[config.mk]
export PLATFORM = sky130hd
export DESIGN_NAME = static_bp
export DESIGN_NICKNAME = d
export VERILOG_FILES = /design/src/rtl/static_bp_pkg.sv /design/src/rtl/sbp_policy.sv /design/src/rtl/sbp_acc.sv /design/src/rtl/static_bp.sv
export SDC_FILE = /design/constraint.sdc
export NUM_CORES = 1
export LEC_CHECK = 0
export CELL_PAD_IN_SITES_DETAIL_PLACEMENT = 1
export CELL_PAD_IN_SITES_GLOBAL_PLACEMENT = 1
export CORE_UTILIZATION = 29
export CTS_BUF_LIST = sky130_fd_sc_hd__clkbuf_16
export DETAILED_ROUTE_END_ITERATION = 7
export HOLD_SLACK_MARGIN = 0.1
export PLACE_DENSITY_LB_ADDON = 0.15
export SYNTH_ARGS = -nofsm -noshare
export SYNTH_HDL_FRONTEND = slang
export SYNTH_SLANG_ARGS = --single-unit
export TNS_END_PERCENT = 1
[constraint.sdc]
create_clock -name clk -period 1.8 [get_ports clk]
set_input_delay 0.18 -clock clk [delete_from_list [all_inputs] [get_ports clk]]
set_output_delay 0.18 -clock clk [all_outputs]
set_load 0.02 [all_outputs]
[src/rtl/static_bp_pkg.sv]
package static_bp_pkg;
  typedef enum logic [1:0] {
    POL_BIASED = 2'b00,
    POL_HINT   = 2'b01,
    POL_OFFSET = 2'b10,
    POL_RSVD   = 2'b11
  } policy_e;
endpackage

[src/rtl/sbp_policy.sv]
module sbp_policy #(
  parameter int DISP_W = 16
) (
  input  static_bp_pkg::policy_e mode,
  input  logic                   uncond,
  input  logic                   hint,
  input  logic [DISP_W-1:0]      disp,
  output logic                   taken
);
  import static_bp_pkg::*;

  localparam int SIGN_BIT = DISP_W - 1;

  logic backward;
  assign backward = disp[SIGN_BIT];

  always_comb begin
    unique case (mode)
      POL_HINT:   taken = hint;
      POL_OFFSET: taken = backward;
      default:    taken = 1'b0;
    endcase
    if (uncond) taken = 1'b1;
  end
endmodule

[src/rtl/sbp_acc.sv]
module sbp_acc #(
  parameter int CNT_W = 8
) (
  input  logic                   clk,
  input  logic                   rst,
  input  static_bp_pkg::policy_e mode,
  input  logic                   res_valid,
  input  logic                   res_hit,
  output logic [CNT_W-1:0]       total_cnt,
  output logic [CNT_W-1:0]       correct_cnt
);
  import static_bp_pkg::*;

  localparam logic [CNT_W-1:0] CNT_MAX = {CNT_W{1'b1}};

  policy_e mode_q;
  logic    mode_chg;
  assign mode_chg = (mode != mode_q);

  always_ff @(posedge clk) begin
    if (rst) begin
      mode_q      <= mode;
      total_cnt   <= '0;
      correct_cnt <= '0;
    end else begin
      mode_q <= mode;
      if (mode_chg) begin
        total_cnt   <= '0;
        correct_cnt <= '0;
      end else if (res_valid) begin
        if (total_cnt != CNT_MAX) total_cnt <= total_cnt + 1'b1;
        if (res_hit && correct_cnt != CNT_MAX) correct_cnt <= correct_cnt + 1'b1;
      end
    end
  end

  p_corr_le_total_r7: assert property (@(posedge clk) disable iff (rst)
    correct_cnt <= total_cnt);

  p_no_wrap_r8: assert property (@(posedge clk) disable iff (rst)
    (total_cnt == CNT_MAX && res_valid && !mode_chg) |=> total_cnt == CNT_MAX);

  p_clear_on_mode_r9: assert property (@(posedge clk) disable iff (rst)
    mode_chg |=> (total_cnt == '0 && correct_cnt == '0));

  p_miss_keeps_correct_r7: assert property (@(posedge clk) disable iff (rst)
    (res_valid && !res_hit && !mode_chg) |=> $stable(correct_cnt));
endmodule

[src/rtl/static_bp.sv]
module static_bp #(
  parameter int DISP_W = 16,
  parameter int CNT_W  = 8
) (
  input  logic              clk,
  input  logic              rst,
  input  logic [1:0]        mode,
  input  logic              br_valid,
  input  logic              br_uncond,
  input  logic              br_hint,
  input  logic [DISP_W-1:0] br_disp,
  output logic              pred_valid,
  output logic              pred_taken,
  input  logic              res_valid,
  input  logic              res_taken,
  input  logic              res_pred,
  output logic [CNT_W-1:0]  total_cnt,
  output logic [CNT_W-1:0]  correct_cnt
);
  import static_bp_pkg::*;

  policy_e pol;
  logic    guess;
  assign pol = policy_e'(mode);

  sbp_policy #(.DISP_W(DISP_W)) u_pol (
    .mode   (pol),
    .uncond (br_uncond),
    .hint   (br_hint),
    .disp   (br_disp),
    .taken  (guess)
  );

  always_ff @(posedge clk) begin
    if (rst) begin
      pred_valid <= 1'b0;
      pred_taken <= 1'b0;
    end else begin
      pred_valid <= br_valid;
      pred_taken <= br_valid & guess;
    end
  end

  sbp_acc #(.CNT_W(CNT_W)) u_acc (
    .clk         (clk),
    .rst         (rst),
    .mode        (pol),
    .res_valid   (res_valid),
    .res_hit     (res_taken == res_pred),
    .total_cnt   (total_cnt),
    .correct_cnt (correct_cnt)
  );

  p_biased_nt_r2: assert property (@(posedge clk) disable iff (rst)
    (br_valid && !br_uncond && (mode == 2'b00 || mode == 2'b11)) |=> (pred_valid && !pred_taken));

  p_hint_follow_r3: assert property (@(posedge clk) disable iff (rst)
    (br_valid && !br_uncond && mode == 2'b01) |=> (pred_taken == $past(br_hint)));

  p_offset_sign_r4: assert property (@(posedge clk) disable iff (rst)
    (br_valid && !br_uncond && mode == 2'b10) |=> (pred_taken == $past(br_disp[DISP_W-1])));

  p_uncond_taken_r5: assert property (@(posedge clk) disable iff (rst)
    (br_valid && br_uncond) |=> (pred_valid && pred_taken));

  p_idle_quiet_r6: assert property (@(posedge clk) disable iff (rst)
    !br_valid |=> (!pred_valid && !pred_taken));
endmodule

Yosys cells after proc, flatten, opt, wreduce, memory -nomap -nowiden. Index checks and enable logic that the tools add are counted. Widths: inputs -> output; s select.

Reductions and logical operators: 4. Add/sub/neg operators: 2. $mul: 0. Div/mod/pow operators: 0. Bitwise logic cells: 1. Shift-type cells: 0. Multiplexer cells: 2. Equal/unequal tests: 6. $lt $le $gt $ge: 0.

Operator list (number): $add 8x1->8 const B (2); $ne 8x8->1 const B (2); $reduce_and 2->1 (2); $eq 2x1->1 const B (1); $eq 2x2->1 const B (1); $ne 2x2->1 (1); $pmux 1 s2 (1); $reduce_or 2->1 (1); $and 1x1->1 (1); $eq 1x1->1 (1); $logic_and 1x1->1 (1); $mux 1 (1).

Latch bits: 0. ROM bits: 0. Output and inout port bits: 18. Register bits: 20. Memories kept: 0. Word-level logic and storage cells: 20. Input port bits: 26. Bits in writable memories: 0.

Depth between registers and ports, before layout. Gate-level depths: netlist (run 1).

Depth in word-level cells: 4. Mapped depth: 5. Mapped depth without buffers: 5.

Modules after synthesis. From an unflattened synthesis (run 1), not the netlist that was laid out.

Cell total of the unflattened synthesis: 106. Area, all modules: 968.4 um^2.

By module, submodules not included: sbp_acc (cells an instance 95, seq. area each 360.3 um^2, instances 1, area each 857.1 um^2); static_bp (cells an instance 5, seq. area each 40.0 um^2, instances 1, area each 63.8 um^2); sbp_policy (cells an instance 6, seq. area each 0.0 um^2, instances 1, area each 47.5 um^2).

Worst setup path after synthesis (run 1). Ideal clock, no wire load.

Path type: register to register. Start point: reg u_acc.correct_cnt[0]. End point: reg u_acc.correct_cnt[7]. Path buffers: 0. Cell stages (with the launch flop): 6. Slack: 0.314 ns. Library setup time: 0.070 ns. Arrival time: 1.416 ns. Period minus slack after synthesis: 1.486 ns. Data required time: 1.730 ns. Path through: dfxtp_1 -> ha_1 -> nand3_1 -> o211ai_4 -> or4_1 -> a21oi_1.

Longest elaborated chain between the ends: 3. Elaborated cells on any way between the ends: 4. Those cells by class: add/sub (1); eq/ne (1); reduce/logical (2).

Ends and longest elaborated chain: start: declaration (RTL line sbp_acc.sv:10) `output logic [CNT_W-1:0] correct_cnt`; start signal: assignment (RTL line sbp_acc.sv:32) `if (res_hit && correct_cnt != CNT_MAX) correct_cnt <= correct_cnt + 1'b1;`; branches (longest 3 deep; another with $add 8x1->8).

Several ways; the timed one is not identified. A chain may end at the register's enable or synchronous reset.

Final worst setup path (run 1).
Start point: reg u_acc.correct_cnt[2]. End point: out correct_cnt[2].

RTL lines: end: declaration (RTL line static_bp.sv:18) `output logic [CNT_W-1:0] correct_cnt`.

No word-level cell between the ends.

==> impl_metrics.env, run 1 <==
export IMPL_crit_type="reg -> out"
export IMPL_clock_latency_ns=0.25
export IMPL_p_leak_uw=0.0005054
export IMPL_die_height_um=59.45
export IMPL_min_period_over_period_pct=85.56
export IMPL_place_inst=172
export IMPL_overflow=0
export IMPL_initial_core_util_pct=30.85
export IMPL_postSynthCellCount=100
export IMPL_synth_simple_area_share_pct=22.09
export IMPL_fillers=372
export IMPL_fin_skew_ns=0.003525
export IMPL_ant_nets=0
export IMPL_dr_first_iter_drc_count=21
export IMPL_period_needed_ns=1.540
export IMPL_nNetsFinal=163
export IMPL_r2r_start="u_acc.correct_cnt[0]$_SDFFE_PP0P_"
export IMPL_cp_cell_sequence="clkdlybuf4s50_1"
export IMPL_synth_top_area_share_pct=41.83
export IMPL_seq_area_frac_synth_pct=41.83
export IMPL_synthAdderAreaFrac_pct=5.229
export IMPL_ys_warn_count=0
export IMPL_grt_antenna_before_repair=0
export IMPL_rows=20
export IMPL_tightest_slew_ns=0.3513
export IMPL_drc_errors=0
export IMPL_die_width_um=59.45
export IMPL_cts_resized_gates=0
export IMPL_cap_violations=0
export IMPL_drv_slew=0
export IMPL_cp_buffers_inverters=1
export IMPL_gp_congestion=0.7797
export IMPL_htree_levels=1
export IMPL_setup_viol=0
export IMPL_startpoint_type="flip-flop"
export IMPL_yosys_most_used_dff="dfxtp_1"
export IMPL_synth_top_family_by_area="simple AND/OR/NAND/NOR gates"
export IMPL_finalNonFillerCells=176
export IMPL_cpPeakStageDelay_ns=0.66
export IMPL_cts_tree="yes"
export IMPL_rrSetupSlack_ns=0.26
export IMPL_synthXorXnorAreaFrac_pct=7.451
export IMPL_firstDrtPassIters=3
export IMPL_maxSlewHeadroom_pct=76.34
export IMPL_syn_area_um2=957.2
export IMPL_fmax_mhz=649.3
export IMPL_holdPathEnd="u_acc.mode_q[0]$_DFF_P_"
export IMPL_rsz0062_at_grt="false"
export IMPL_dp_hpwl_um=1572
export IMPL_synth_compound_area_share_pct=16.73
export IMPL_endpoint_kind="primary output"
export IMPL_worstHoldPathType="in -> reg"
export IMPL_synth_cell_type_count=32
export IMPL_root_buffer="clkbuf_16"
export IMPL_r2r_end="u_acc.correct_cnt[7]$_SDFFE_PP0P_"
export IMPL_die_area_mm2=0.003534
export IMPL_drive_above_1_share_pct=7.576
export IMPL_ios=44
export IMPL_async_flop_share_pct=0
export IMPL_clkTransAtPathRegs_ns=0.05
export IMPL_arrival_ns=1.36
export IMPL_crit_fanout=7
export IMPL_avgRoutedWirePerCell_um=12.76
export IMPL_grt_pass1_vias=888
export IMPL_critPathSlowestCell="clkdlybuf4s50_1"
export IMPL_routed_wl_um=2245
export IMPL_vdd_drop_max_uv=451.1
export IMPL_whs_path_depth=1
export IMPL_numCtsBuffers=3
export IMPL_cp_required_ns=1.62
export IMPL_ys_ff_latch=20
export IMPL_post_cts_setup_buffer_count=0
export IMPL_diodes=0
export IMPL_clk_path_buf_depth=2
export IMPL_cp_top_family="buffers and inverters"
export IMPL_yosys_top_cells_area="dfxtp_1 42%, ha_1 5.2%, nand3_1 3.7%"
export IMPL_grtUsageTotal_pct=14.76
export IMPL_avgViaCountPerCell=4.983
export IMPL_synthMuxAreaShare_pct=3.137
export IMPL_cts_sinks=20
export IMPL_synth_top_cell_by_area="dfxtp_1"
export IMPL_port_buffers=28
export IMPL_hold_path_startpoint="mode[0]"
export IMPL_core_area_mm2=0.003103
export IMPL_synth_edff_count=0
export IMPL_grt_max_degree=17
export IMPL_hold_violations=0
export IMPL_rr_worst_depth=5
export IMPL_postCtsHoldBufs=0
export IMPL_fin_setup_tns_ns=0
export IMPL_synthesis_nets=130
export IMPL_synth_avg_cell_area_um2=9.572
export IMPL_grt_pass1_wl_um=3877
export IMPL_status="complete, no violations"
export IMPL_syn_to_final_growth_pct=46.40
export IMPL_pwr_density_cell_mw_per_mm2=821.6
export IMPL_vias=877
==> worst reg2reg max path, cell delays in order, from the launching register on <==
cell and delay (ns):
dfxtp_1 0.34, ha_1 0.26, nand3_1 0.16, o211ai_4 0.13, or4_1 0.42, a21oi_1 0.15
==> power breakdown <==
group,switching (uW),internal (uW),total [uW]
logic,41.2,48.9,90.1
registers,3.60,449,453
clock network,167,441,608
total,212,939,1150
==> logic make-up (layout without fill, tap and decap cells) <==
group	count (synthesis)	after routing
and+or+nand+nor	36	36
DFF	20	20
adders and majority gates	4	4
xor gates and xnor gates	6	6
AOI/OAI and AO/OA	23	23
muxes	3	3
buffers and inverters	8	40
==> cells in the final DEF, fill, tap and decap left out <==
cell type	count
a211oi_1	1
a21oi_1	6
a22oi_1	1
a31oi_1	1
and3_1	1
and4_1	3
buf_4	2
bufinv_16	1
clkbuf_16	3
clkdlybuf4s50_1	28
dfxtp_1	20
ha_1	4
inv_1	6
mux2i_1	3
nand2_1	2
nand3_1	7
nand4_1	1
nand4_2	2
nor2_1	9
nor2b_1	1
nor3_1	2
nor3b_1	2
o2111ai_1	2
o211a_1	1
o211ai_1	1
o211ai_4	1
o21a_1	1
o21ai_0	6
o31ai_1	2
or3_1	4
or4_1	2
xnor2_1	1
xnor2_4	1
xor2_1	4
==> area by class of cell <==
cell class	instances	area [um^2]	share of cell area, %
multi-input combinational	72	523.0	37.32
timing repair buffer	30	295.3	21.07
clock inverter	1	30.03	2.143
tap	44	55.05	3.929
clock buffer	3	75.07	5.357
inverter	6	22.52	1.607
sequential	20	400.4	28.57
==> through the flow <==
step	setup WS (ns)	util (%)	power, uW	hold WS [ns]	cell area [um^2]
global route	0.1696	45.16	1196	0.5056	1401
detailed placement	0.06064	41.77	554.4	0.5158	1296
global placement	0.1176	41.77	552.2	0.5004	1296
finish	0.2599	45.16	1151	0.4820	1401
floorplan	0.3138	-	507.3	0.2077	957.2
CTS	0.2452	45.16	1172	0.4881	1401
==> flip-flops by register name, indices dropped and copies added, names as in the netlist <==
signal	count
pred_valid	1
u_acc.mode_q	2
u_acc.correct_cnt	8
u_acc.total_cnt	8
pred_taken	1
==> worst max-delay path by stage <==
stage / startpoint / end / slack, ns / cells after the start
2_1_floorplan: u_acc.correct_cnt[0]$_SDFFE_PP0P_ / u_acc.correct_cnt[7]$_SDFFE_PP0P_ / 0.31 / 5
5_1_grt: u_acc.correct_cnt[0]$_SDFFE_PP0P_ / u_acc.correct_cnt[7]$_SDFFE_PP0P_ / 0.17 / 5
6_report: u_acc.correct_cnt[2]$_SDFFE_PP0P_ / correct_cnt[2] / 0.26 / 1
3_5_place_dp: res_pred / u_acc.correct_cnt[7]$_SDFFE_PP0P_ / 0.06 / 5
4_1_cts: u_acc.correct_cnt[0]$_SDFFE_PP0P_ / u_acc.correct_cnt[7]$_SDFFE_PP0P_ / 0.25 / 5
3_3_place_gp: res_pred / u_acc.correct_cnt[7]$_SDFFE_PP0P_ / 0.12 / 5
==> layer usage <==
layer	part of all wire, %	track usage [%]
met1	46	16.67
met2	49	26.00
met3	3.5	4.585
met4	1.0	5.102
met5	0	0
==> cell usage after synthesis (3+ instances only) <==
master / number
dfxtp_1: 20
nor2_1: 9
or3_1: 4
xor2_1: 4
o21ai_0: 6
ha_1: 4
mux2i_1: 3
and4_1: 3
nand3_1: 7
a21oi_1: 6
inv_1: 6
Power figures use the tool's default switching activity.
==> run 2, diff against run 1 <==
- GPL_ROUTABILITY_DRIVEN: unset -> 0
- GPL_TIMING_DRIVEN: unset -> 0
==> run 2 against run 1 <==
Flip-flop and latch count unchanged. Cell area decreased by 2.1%. Sequential power about the same. Hold slack better by 0.0031 ns. Sequential share of layout area increased by 0.63 points. Highest routed layer unchanged.
==> impl_metrics.env, run 2 (same netlist as run 1, synthesis figures left out) <==
export IMPL_status="complete, no violations"
export IMPL_dr_first_iter_drc_count=48
export IMPL_fillers=373
export IMPL_arrival_ns=1.73
export IMPL_avgViaCountPerCell=5.045
export IMPL_mostFrequentLayoutCells="28 x clkdlybuf4s50_1, 20 x dfxtp_1, 9 x nor2_1, 7 x nand3_1"
export IMPL_crit_fanout=10
export IMPL_numCtsBuffers=3
export IMPL_die_height_um=59.45
export IMPL_ant_nets=0
export IMPL_drive_above_1_share_pct=6.061
export IMPL_drc_errors=0
export IMPL_hold_violations=0
export IMPL_cap_violations=0
export IMPL_syn_to_final_growth_pct=43.27
export IMPL_rows=20
export IMPL_ios=44
export IMPL_grt_pass1_wl_um=3850
export IMPL_fin_hold_ws_ns=0.4852
export IMPL_grtUsageTotal_pct=14.53
export IMPL_cp_required_ns=1.98
export IMPL_multi_input_area_um2=523.0
export IMPL_pwr_density_cell_mw_per_mm2=724.2
export IMPL_fmax_mhz=642.5
export IMPL_vdd_drop_max_uv=286.7
export IMPL_cts_sinks=20
export IMPL_grt_max_degree=12
export IMPL_clock_latency_ns=0.25
export IMPL_clk_path_buf_depth=2
export IMPL_fin_area_mm2=0.001371
export IMPL_core_area_mm2=0.003103
export IMPL_routed_wl_um=2237
export IMPL_post_cts_setup_buffer_count=0
export IMPL_drv_slew=0
export IMPL_fin_setup_tns_ns=0
export IMPL_avgRoutedWirePerCell_um=12.71
export IMPL_grt_pass1_vias=877
export IMPL_period_needed_ns=1.556
export IMPL_startpoint_type="input port"
export IMPL_postCtsHoldBufs=0
export IMPL_p_total_uw=993.1
export IMPL_htree_levels=1
export IMPL_endpoint_kind="flip-flop"
export IMPL_die_width_um=59.45
export IMPL_diodes=0
export IMPL_rsz0062_at_grt="false"
export IMPL_setup_ws_ns=0.2436
export IMPL_fin_skew_ns=0.001026
export IMPL_layout_commonest_cell="clkdlybuf4s50_1"
export IMPL_overflow=0
export IMPL_cts_tree="yes"
export IMPL_firstDrtPassIters=4
export IMPL_register_area_um2=400.4
export IMPL_place_area_mm2=0.001292
export IMPL_worstHoldPathType="in -> reg"
export IMPL_grt_antenna_before_repair=0
export IMPL_clkTransAtPathRegs_ns=0.05
export IMPL_p_leak_uw=0.0004893
export IMPL_nNetsFinal=163
export IMPL_crit_type="in -> reg"
export IMPL_vias=888
export IMPL_dp_hpwl_um=1647
export IMPL_tightest_slew_ns=0.3361
export IMPL_port_buffers=28
export IMPL_root_buffer="clkbuf_16"
export IMPL_cts_resized_gates=0
export IMPL_setup_viol=0
export IMPL_maxSlewHeadroom_pct=77.36
export IMPL_reg_top3="u_acc.correct_cnt: 8 flops, u_acc.total_cnt: 8 flops, u_acc.mode_q: 2 flops"
export IMPL_dp_slack_ns=-0.04193
export IMPL_initial_core_util_pct=30.85
export IMPL_min_period_over_period_pct=86.47
export IMPL_die_area_mm2=0.003534
==> run 2: cell types whose count changed in the layout (fill, tap and decap cells not counted), sizes merged <==
cell / delta
clkinv: +1
bufinv: -1
buf: -1
clkbuf: +1
==> run 2: worst paths after layout <==
kind / from / to / slack [ns] / cells past startpoint
max: mode[1] / u_acc.correct_cnt[7]$_SDFFE_PP0P_ / 0.24 / 6
min: mode[0] / u_acc.mode_q[0]$_DFF_P_ / 0.49 / 1
max reg2reg: u_acc.correct_cnt[0]$_SDFFE_PP0P_ / u_acc.correct_cnt[7]$_SDFFE_PP0P_ / 0.25 / 5
min reg2reg: u_acc.correct_cnt[6]$_SDFFE_PP0P_ / u_acc.correct_cnt[6]$_SDFFE_PP0P_ / 0.51 / 2
==> run 2: power breakdown <==
group	internal, uW	switching (uW)
logic	48.0	41.7
clock network	295	155
registers	450	3.54
total	793	200
==> run 2: worst max-delay path: stages <==
cell and delay [ns]:
clkdlybuf4s50_1 0.47, xor2_1 0.18, or3_1 0.34, clkbuf_1 0.20
buf_4 0.23, a21oi_1 0.13
==> run 2: cell type report <==
class / instances / share of cell area [%]
plain buffers: 2 / 0.8212
clock buffers: 3 / 5.474
clock inverters: 1 / 0.2737
inverters: 6 / 1.642
multi-input cells: 72 / 38.14
flip-flops and latches: 20 / 29.20
well taps: 44 / 4.015
repair buffers: 28 / 20.44
==> run 2: per-stage QoR <==
stage	instances	util (%)
floorplan	100	-
detailed placement	172	41.65
finish	176	44.19
CTS	176	44.19
global route	176	44.19
global placement	172	41.65
==> run 2: routing by layer <==
metal  vias up  wire length [um]  share of wire (%)  track usage [%]
li1        435                 -                  -                -
met1       430              1038                 46            17.58
met2        19              1117                 50            24.56
met3         4                58                2.6            2.620
met4         0                23                1.0            7.143
met5         -                 0                  0                0
==> run 3, diff against run 2 <==
- clock period: 1.8 -> 1.55 ns (I/O delays scaled with it)
==> run 3 against run 2 <==
Via count fell by 1.4%. Critical path type is now reg -> out. Largest cell class unchanged. Sequential share of layout area fell by 0.39 points. Cell count is 0.57% lower.
==> impl_metrics.env, run 3 (same netlist as run 1, synthesis figures left out) <==
export IMPL_drive_above_1_share_pct=9.160
export IMPL_grt_max_degree=12
export IMPL_layout_commonest_cell="clkdlybuf4s50_1"
export IMPL_netSwitchingPower_uw=234.3
export IMPL_crit_fanout=7
export IMPL_fin_area_mm2=0.001390
export IMPL_grtUsageTotal_pct=14.53
export IMPL_setup_viol=0
export IMPL_tightest_slew_ns=0.3420
export IMPL_fin_skew_ns=0.001692
export IMPL_dr_first_iter_drc_count=47
export IMPL_diodes=0
export IMPL_maxSlewHeadroom_pct=76.96
export IMPL_overflow=0
export IMPL_finalNonFillerCells=175
export IMPL_die_area_mm2=0.003534
export IMPL_fmax_mhz=664.1
export IMPL_core_area_mm2=0.003103
export IMPL_fin_setup_tns_ns=0
export IMPL_fin_hold_ws_ns=0.4594
export IMPL_arrival_ns=1.35
export IMPL_grt_pass1_wl_um=3829
export IMPL_root_buffer="clkbuf_16"
export IMPL_die_width_um=59.45
export IMPL_pwr_density_cell_mw_per_mm2=831.9
export IMPL_seq_power_share_pct=45.5
export IMPL_routed_wl_um=2256
export IMPL_ios=44
export IMPL_critPathSlowestCell="clkdlybuf4s50_1"
export IMPL_clk_path_buf_depth=2
export IMPL_mostFrequentLayoutCells="25 x clkdlybuf4s50_1, 20 x dfxtp_1, 9 x nor2_1"
export IMPL_drc_errors=0
export IMPL_worstHoldPathType="in -> reg"
export IMPL_hold_violations=0
export IMPL_cp_buffers_inverters=1
export IMPL_status="complete, no violations"
export IMPL_cp_cell_sequence="clkdlybuf4s50_1"
export IMPL_place_inst=172
export IMPL_htree_levels=1
export IMPL_die_height_um=59.45
export IMPL_cap_violations=0
export IMPL_rsz0062_at_grt="false"
export IMPL_place_area_mm2=0.001292
export IMPL_dp_hpwl_um=1647
export IMPL_grt_antenna_before_repair=0
export IMPL_port_buffers=28
export IMPL_drv_slew=0
export IMPL_nNetsFinal=162
export IMPL_min_period_over_period_pct=97.15
export IMPL_cp_top_family="buffers and inverters"
export IMPL_cts_sinks=20
export IMPL_reg_top3="u_acc.correct_cnt: 8 flops, u_acc.total_cnt: 8 flops, u_acc.mode_q: 2 flops"
export IMPL_fillers=368
export IMPL_ant_nets=0
export IMPL_intPower_uw=922.1
export IMPL_avgViaCountPerCell=5.006
export IMPL_endpoint_kind="primary output"
export IMPL_syn_to_final_growth_pct=45.23
export IMPL_p_comb_share_pct=9.1
export IMPL_post_cts_setup_buffer_count=0
export IMPL_startpoint_type="flip-flop"
export IMPL_p_leak_uw=0.0005397
export IMPL_postCtsHoldBufs=0
export IMPL_firstDrtPassIters=2
export IMPL_grt_pass1_vias=872
export IMPL_avgRoutedWirePerCell_um=12.89
export IMPL_vias=876
export IMPL_switching_share_pct=20.26
export IMPL_rows=20
export IMPL_clock_latency_ns=0.25
export IMPL_period_needed_ns=1.506
export IMPL_vdd_drop_max_uv=329.8
export IMPL_numCtsBuffers=3
export IMPL_initial_core_util_pct=30.85
export IMPL_crit_type="reg -> out"
export IMPL_clkTransAtPathRegs_ns=0.05
export IMPL_cp_required_ns=1.39
export IMPL_p_clk_share_pct=45.4
export IMPL_cpPeakStageDelay_ns=0.65
export IMPL_cts_tree="yes"
-- run 3: changes by cell type in the layout (fill, tap and decap cells not counted), sizes merged --
cell           delta
clkdlybuf4s50     -3
dlymetal6s2s      +3
clkbuf            -1
-- run 3: path summary, 6_finish.rpt --
path / start / endpoint / slack (ns) / cells past startpoint
max reg2reg: u_acc.correct_cnt[0]$_SDFFE_PP0P_ / u_acc.correct_cnt[7]$_SDFFE_PP0P_ / 0.10 / 5
min reg2reg: u_acc.correct_cnt[6]$_SDFFE_PP0P_ / u_acc.correct_cnt[6]$_SDFFE_PP0P_ / 0.51 / 2
min: mode[0] / u_acc.mode_q[0]$_DFF_P_ / 0.46 / 1
max: u_acc.correct_cnt[3]$_SDFFE_PP0P_ / correct_cnt[3] / 0.04 / 1
-- run 3: metal layers --
metal / share of wire [%] / global-route usage, % / up-vias / wire [um]
met4: 1.0 / 7.143 / 0 / 23
met2: 49 / 24.56 / 17 / 1096
met3: 2.9 / 2.620 / 4 / 65
li1: - / - / 430 / -
met5: 0 / 0 / - / 0
met1: 47 / 17.58 / 425 / 1070
-- run 3: cell type report --
cell class | count | area [um^2] | share of cell area (%)
Inverter | 6 | 22.52 | 1.620
Clock inverter | 1 | 3.754 | 0.2700
Sequential cell | 20 | 400.4 | 28.80
Buffer | 1 | 7.507 | 0.5401
Tap cell | 44 | 55.05 | 3.960
Multi-Input combinational cell | 72 | 538.0 | 38.70
Clock buffer | 3 | 75.07 | 5.401
Timing Repair Buffer | 28 | 287.8 | 20.70
-- run 3: through the flow --
step | util [%] | total power, uW | worst slack, ns
after global placement | 41.65 | 640.6 | -0.2092
after detailed placement | 41.65 | 643.2 | -0.2669
after global routing | 44.80 | 1202 | 0.0001746
after floorplan | - | 589.1 | 0.06378
final | 44.80 | 1156 | 0.04417
after CTS | 44.23 | 1179 | 0.02507
-- run 3: timing repair --
action                                  CTS  global route
endpoints found under the setup margin    1             8
endpoints found under the hold margin     0             0
gates resized for setup                   1             6
-- run 3: power by group through the flow --
stage          sequential [uW]  clock, uW  combinational, uW
3_3_place_gp               537          0                103
4_1_cts                    526        548                106
2_1_floorplan              543          0               45.9
3_5_place_dp               537          0                106
6_report                   526        525                106
5_1_grt                    527        559                116
